**config.mk**
```make
export PLATFORM = sky130hd
export DESIGN_NAME = bit_test_unit
export DESIGN_NICKNAME = d
export VERILOG_FILES = /design/src/rtl/bt_pkg.sv /design/src/rtl/bt_index_wrap.sv /design/src/rtl/bt_bit_alter.sv /design/src/rtl/bt_result_reg.sv /design/src/rtl/bit_test_unit.sv
export SDC_FILE = /design/constraint.sdc
export NUM_CORES = 1
export LEC_CHECK = 0
export ABC_AREA = 1
export BUFFER_PORTS_ARGS = -buffer_cell sky130_fd_sc_hd__clkbuf_2
export CAP_MARGIN = 20
export CORE_MARGIN = 10
export CORE_UTILIZATION = 45
export CTS_CLUSTER_SIZE = 10
export DETAILED_ROUTE_END_ITERATION = 16
export GPL_TIMING_DRIVEN = 0
export PLACE_DENSITY = 0.77
export SETUP_SLACK_MARGIN = 0.2
export SYNTH_ARGS = -nofsm -noshare
export SYNTH_HDL_FRONTEND = slang
export SYNTH_SLANG_ARGS = --single-unit
```
**constraint.sdc**
```tcl
create_clock -name clk -period 2.2 [get_ports clk]
set_input_delay 0 -clock clk [delete_from_list [all_inputs] [get_ports clk]]
set_output_delay 0 -clock clk [all_outputs]
set_load 0.05 [all_outputs]
```
**src/rtl/bt_pkg.sv**
```systemverilog
package bt_pkg;

  typedef enum logic [1:0] {
    BT_TEST  = 2'b00,
    BT_SET   = 2'b01,
    BT_CLEAR = 2'b10,
    BT_FLIP  = 2'b11
  } bt_op_e;

endpackage

```
**src/rtl/bt_index_wrap.sv**
```systemverilog
module bt_index_wrap #(
  parameter int DATA_W   = 32,
  parameter int NARROW_W = 16,
  parameter int OFF_W    = 8,
  localparam int SEL_W   = $clog2(DATA_W)
) (
  input  logic [OFF_W-1:0]  offset,
  input  logic              wide,
  output logic [SEL_W-1:0]  index,
  output logic [DATA_W-1:0] mask
);

  logic [OFF_W-1:0] wide_mod;
  logic [OFF_W-1:0] narrow_mod;

  always_comb begin
    wide_mod   = offset % OFF_W'(DATA_W);
    narrow_mod = offset % OFF_W'(NARROW_W);
    index      = wide ? SEL_W'(wide_mod) : SEL_W'(narrow_mod);
  end

  for (genvar i = 0; i < DATA_W; i++) begin : g_mask
    assign mask[i] = (index == SEL_W'(i));
  end

endmodule

```
**src/rtl/bt_bit_alter.sv**
```systemverilog
module bt_bit_alter
  import bt_pkg::*;
#(
  parameter int DATA_W = 32
) (
  input  logic [DATA_W-1:0] data,
  input  logic [DATA_W-1:0] mask,
  input  bt_op_e            op,
  output logic [DATA_W-1:0] result,
  output logic              old_bit,
  output logic              writes
);

  assign old_bit = |(data & mask);
  assign writes  = (op != BT_TEST);

  for (genvar i = 0; i < DATA_W; i++) begin : g_bit
    always_comb begin
      unique case (op)
        BT_SET:   result[i] = data[i] | mask[i];
        BT_CLEAR: result[i] = data[i] & ~mask[i];
        BT_FLIP:  result[i] = data[i] ^ mask[i];
        default:  result[i] = data[i];
      endcase
    end
  end

endmodule

```
**src/rtl/bt_result_reg.sv**
```systemverilog
module bt_result_reg #(
  parameter int DATA_W = 32
) (
  input  logic              clk,
  input  logic              rst,
  input  logic              valid,
  input  logic [DATA_W-1:0] result,
  input  logic              old_bit,
  input  logic              writes,
  output logic              q_valid,
  output logic [DATA_W-1:0] q_data,
  output logic              q_carry,
  output logic              q_wb
);

  always_ff @(posedge clk) begin
    if (rst) begin
      q_valid <= 1'b0;
      q_data  <= '0;
      q_carry <= 1'b0;
      q_wb    <= 1'b0;
    end else begin
      q_valid <= valid;
      q_wb    <= valid & writes;
      if (valid) begin
        q_data  <= result;
        q_carry <= old_bit;
      end
    end
  end

endmodule

```
**src/rtl/bit_test_unit.sv**
```systemverilog
module bit_test_unit
  import bt_pkg::*;
#(
  parameter int DATA_W   = 32,
  parameter int NARROW_W = 16,
  parameter int OFF_W    = 8
) (
  input  logic              clk,
  input  logic              rst,
  input  logic              in_valid,
  input  logic [1:0]        in_op,
  input  logic              in_wide,
  input  logic [DATA_W-1:0] in_data,
  input  logic [OFF_W-1:0]  in_offset,
  output logic              out_valid,
  output logic [DATA_W-1:0] out_data,
  output logic              out_carry,
  output logic              out_wb_en
);

  localparam int SEL_W = $clog2(DATA_W);

  logic [SEL_W-1:0]  sel_index;
  logic [DATA_W-1:0] sel_mask;
  logic [DATA_W-1:0] new_data;
  logic              orig_bit;
  logic              is_write;
  bt_op_e            op_q;

  assign op_q = bt_op_e'(in_op);

  bt_index_wrap #(
    .DATA_W(DATA_W), .NARROW_W(NARROW_W), .OFF_W(OFF_W)
  ) u_wrap (
    .offset(in_offset), .wide(in_wide), .index(sel_index), .mask(sel_mask)
  );

  bt_bit_alter #(.DATA_W(DATA_W)) u_alter (
    .data(in_data), .mask(sel_mask), .op(op_q),
    .result(new_data), .old_bit(orig_bit), .writes(is_write)
  );

  bt_result_reg #(.DATA_W(DATA_W)) u_reg (
    .clk(clk), .rst(rst), .valid(in_valid), .result(new_data),
    .old_bit(orig_bit), .writes(is_write),
    .q_valid(out_valid), .q_data(out_data), .q_carry(out_carry), .q_wb(out_wb_en)
  );

  // valid strobe is delayed by exactly one clock
  assert_valid_follows_R9: assert property (@(posedge clk) disable iff (rst)
    in_valid |=> out_valid);
  assert_idle_follows_R9: assert property (@(posedge clk) disable iff (rst)
    !in_valid |=> !out_valid);

  // write-back only with a valid, modifying operation
  assert_wb_needs_valid_R8: assert property (@(posedge clk) disable iff (rst)
    out_wb_en |-> out_valid);
  assert_no_wb_on_test_R8: assert property (@(posedge clk) disable iff (rst)
    (in_valid && in_op == 2'b00) |=> !out_wb_en);

  // test returns the operand unchanged
  assert_test_keeps_data_R2: assert property (@(posedge clk) disable iff (rst)
    (in_valid && in_op == 2'b00) |=> out_data == $past(in_data));

  // at most one bit differs from the operand
  assert_single_bit_change_R5: assert property (@(posedge clk) disable iff (rst)
    in_valid |=> $countones(out_data ^ $past(in_data)) <= 1);

  // narrow mode leaves the upper bits untouched
  assert_upper_untouched_R7: assert property (@(posedge clk) disable iff (rst)
    (in_valid && !in_wide) |=> out_data[DATA_W-1:NARROW_W] == $past(in_data[DATA_W-1:NARROW_W]));

  // idle cycles hold result and carry
  assert_hold_when_idle_R11: assert property (@(posedge clk) disable iff (rst)
    !in_valid |=> ($stable(out_data) && $stable(out_carry)));

endmodule

```
==> key figures <==
Power
  • Logic pwr share: 37.3%
  • Cell Pwr Density: 406 nW/um2
  • Internal: 1.09 mW
  • Clock power share: 24.3%
  • Switching fraction of total power: 40.1%
  • Psw: 732 uW
  • Leakage Power: 2.40 nW
  • Sequential share of power: 38.4%
  • Peak supply drop: 223 uV

Die
  • Die area: 12,800 um2
  • Die Span X: 113 um
  • Die Y-Extent: 113 um
  • CORE AREA: 8340 um2
  • Site Rows: 33
  • Initial Util: 46.7%
  • I/O pin cnt: 81

Clocking
  • TritonCTS buffer count: 5
  • Post-CTS Resized: 0
  • Sink Count: 35
  • Worst-path clk slew: 0.06 ns
  • Root buf cell: clkbuf_8
  • # hold bufs at CTS: 0
  • Worst-case clock buffer depth: 2
  • TritonCTS clock tree: yes
  • Setup bufs post-CTS: 0
  • Worst skew pair latency: 0.28 ns
  • H-tree Lvls: 2

Timing
  • RSZ-0062 raised after global routing: false
  • Final hold violation count: 0
  • Max Clock Freq: 0.659 GHz
  • Clk_skew: 0 ns
  • Min Tclk post-route: 1.52 ns
  • Pins Over Slew Limit: 0
  • Final worst-path cycle share: 69.0%
  • Worst slew margin: 61.9%
  • Worst slew pin tran: 0.572 ns
  • Setup-failing EPs final: 0
  • Setup_tns: 0 ns

Global routing
  • GR Overflow Total: 0
  • Global-route wire length before repair: 18,300 um
  • Largest net degree at the start of global routing: 11
  • Overall track demand over capacity in global routing: 17.0%
  • Antenna violations before repair: 0
  • Number of global-route vias before repair: 4,026

Setup path
  • R2R Setup Slk: 1.54 ns
  • Worst path required time: 2.38 ns
  • Reg-to-reg endpoint: u_reg.q_data[24]$_SDFFE_PP0P_
  • Worst R2R Start: u_reg.q_data[24]$_SDFFE_PP0P_
  • Slowest cell on crit path: buf_2
  • Critical path peak fanout: 10
  • CP Launch Type: input pin
  • CP Cell Sequence: clkbuf_2 -> nand2_1 -> inv_1 -> buf_2 -> nor2_1 -> ha_1 -> nor2_1 -> nand2_1 -> nor2_1 -> nand3_1 -> nor2_1 -> nor2_1
  • Worst Path Arrival: 1.69 ns
  • Crit end category: flip-flop
  • Worst path top cell family by delay: simple AND/OR/NAND/NOR gates
  • CP bufs+invs: 3
  • Cell repeated most along the worst path: nor2_1
  • Crit-path max cell delay: 0.24 ns
  • Crit Path Category: input pin to flip-flop
  • Reg2Reg Depth: 2

Cells and area
  • Layout cells sized above 1: 14.5%
  • Layout area overhead: 15.1%
  • Commonest non-fill, non-tap cells in the layout: nand2_1 (150), nor2_1 (105), ha_1 (96)
  • Commonest non-fill, non-tap cell in the layout: nand2_1
  • Filler Cell Count: 850
  • Nets: 838
  • Post-route cell area: 4490 um2
  • Diode count: 0

Route
  • Routed WL: 11,100 um
  • 1st-iter DRT viols: 235
  • WL/cell: 13.9 um
  • Antenna viol nets, final: 0
  • Drc violations: 0
  • Via density: 5.01
  • Detailed Routing Iterations Pass 1: 5
  • Vias: 4,011

Hold path
  • Hold Path End: u_reg.q_data[26]$_SDFFE_PP0P_
  • Hold depth: 4
  • HP Class: input pin to flip-flop
  • Hold_sp: rst

Synthesis
  • Post-Syn Area: 3900 um2
  • Synth area leader: ha_1
  • Number of synthesized register bits: 35
  • Top post-synthesis cells by area: ha_1 (31%), dfxtp_1 (18%), nand2_1 (14%)
  • Ys Warns: 0
  • Sequential fraction of the synthesis area: 18.0%
  • Post-Syn Nets: 754
  • Post-synth cell types: 17
  • Synth top area share: 30.8%
  • Mapped Avg Cell Area: 6.37 um2
  • Gate Count Post-Synth: 612

Placed design
  • Port bufs: 77
  • Detailed placement HPWL: 9080 um
  • Area after DPL: 4420 um2
  • GPL Wtd Cong: 0.985

Job
  • Max cap viols: 0

Status
  • Status: complete, no violations
[worst max-delay path by stage]
stage,from,end,slack (ns),cells past startpoint
2_1_floorplan,in_wide,u_reg.q_data[1]$_SDFFE_PP0P_,0.91,10
6_report,in_wide,u_reg.q_carry$_SDFFE_PP0P_,0.68,12
3_3_place_gp,in_wide,u_reg.q_carry$_SDFFE_PP0P_,0.50,11
5_1_grt,in_wide,u_reg.q_carry$_SDFFE_PP0P_,0.49,12
3_5_place_dp,in_wide,u_reg.q_carry$_SDFFE_PP0P_,0.48,12
4_1_cts,in_wide,u_reg.q_carry$_SDFFE_PP0P_,0.72,12
[registers in the layout, indices dropped and copies added, names as in the netlist]
register,cells
u_reg.q_wb,1
u_reg.q_data,32
u_reg.q_carry,1
u_reg.q_valid,1
[layout make-up]
| class | instances | area [um2] | area share, % |
|---|---|---|---|
| plain buffers | 26 | 126 | 2.82 |
| clock buffers | 6 | 72.6 | 1.62 |
| inverters | 82 | 308 | 6.86 |
| multi-input cells | 469 | 2760 | 61.6 |
| flip-flops and latches | 35 | 701 | 15.6 |
| well taps | 105 | 131 | 2.93 |
| repair buffers | 77 | 385 | 8.59 |
[layer usage]
layer	track usage, %	up-vias	part of all wire [%]	wire (um)
met1	19.7	1832	43	4720
met3	4.54	23	6.7	740
met4	6.01	0	2.1	229
met2	29.3	110	49	5410
li1	-	2046	-	-
met5	0	-	0	0
[power by group through the flow]
| stage | Combinational [mW] | Clock, mW | Sequential (mW) |
|---|---|---|---|
| after floorplan | 0.314 | 0 | 0.876 |
| after global placement | 0.656 | 0 | 0.714 |
| after detailed placement | 0.682 | 0 | 0.715 |
| after CTS | 0.685 | 0.462 | 0.700 |
| after global routing | 0.762 | 0.481 | 0.706 |
| final | 0.680 | 0.444 | 0.700 |
[cell families (layout without fill, tap and decap cells)]
family / count (synthesis) / in the layout / share of synthesized area (%)
simple gates: 298 / 298 / 30.5
fa+ha+maj: 96 / 96 / 30.8
compound gates: 75 / 75 / 9.63
flops: 35 / 35 / 18.0
buf+inv: 108 / 191 / 11.1
[synthesized netlist by cell type]
library cell    n
nor2_4          1
a21oi_1        58
dfxtp_1        35
clkbuf_1       13
ha_1           96
buf_2           8
nor2_1        105
o21ai_1        10
nor2_2          1
buf_4           5
inv_2           4
nand2_1       150
nand3_1        33
inv_1          78
nor3_1          2
or2_1           6
o21ai_0         7
[through the flow]
| stage | utilization [%] | hold WS, ns | total power, mW | worst slack (ns) | cells |
|---|---|---|---|---|---|
| floorplan | - | 0.193 | 1.19 | 0.907 | 612 |
| detailed placement | 52.9 | 0.353 | 1.40 | 0.478 | 794 |
| global route | 53.8 | 0.105 | 1.95 | 0.487 | 800 |
| global placement | 52.9 | 0.346 | 1.37 | 0.501 | 794 |
| finish | 53.8 | 0.0560 | 1.82 | 0.682 | 800 |
| CTS | 53.8 | 0.0547 | 1.85 | 0.723 | 800 |
[worst reg2reg max path: cells and delay by family (launching register included)]
| family | cells | cell delay [ns] |
|---|---|---|
| flip-flops | 1 | 0.31 |
| AO/OA/AOI/OAI | 2 | 0.22 |
Note: power is estimated with default switching activity, not from simulation.
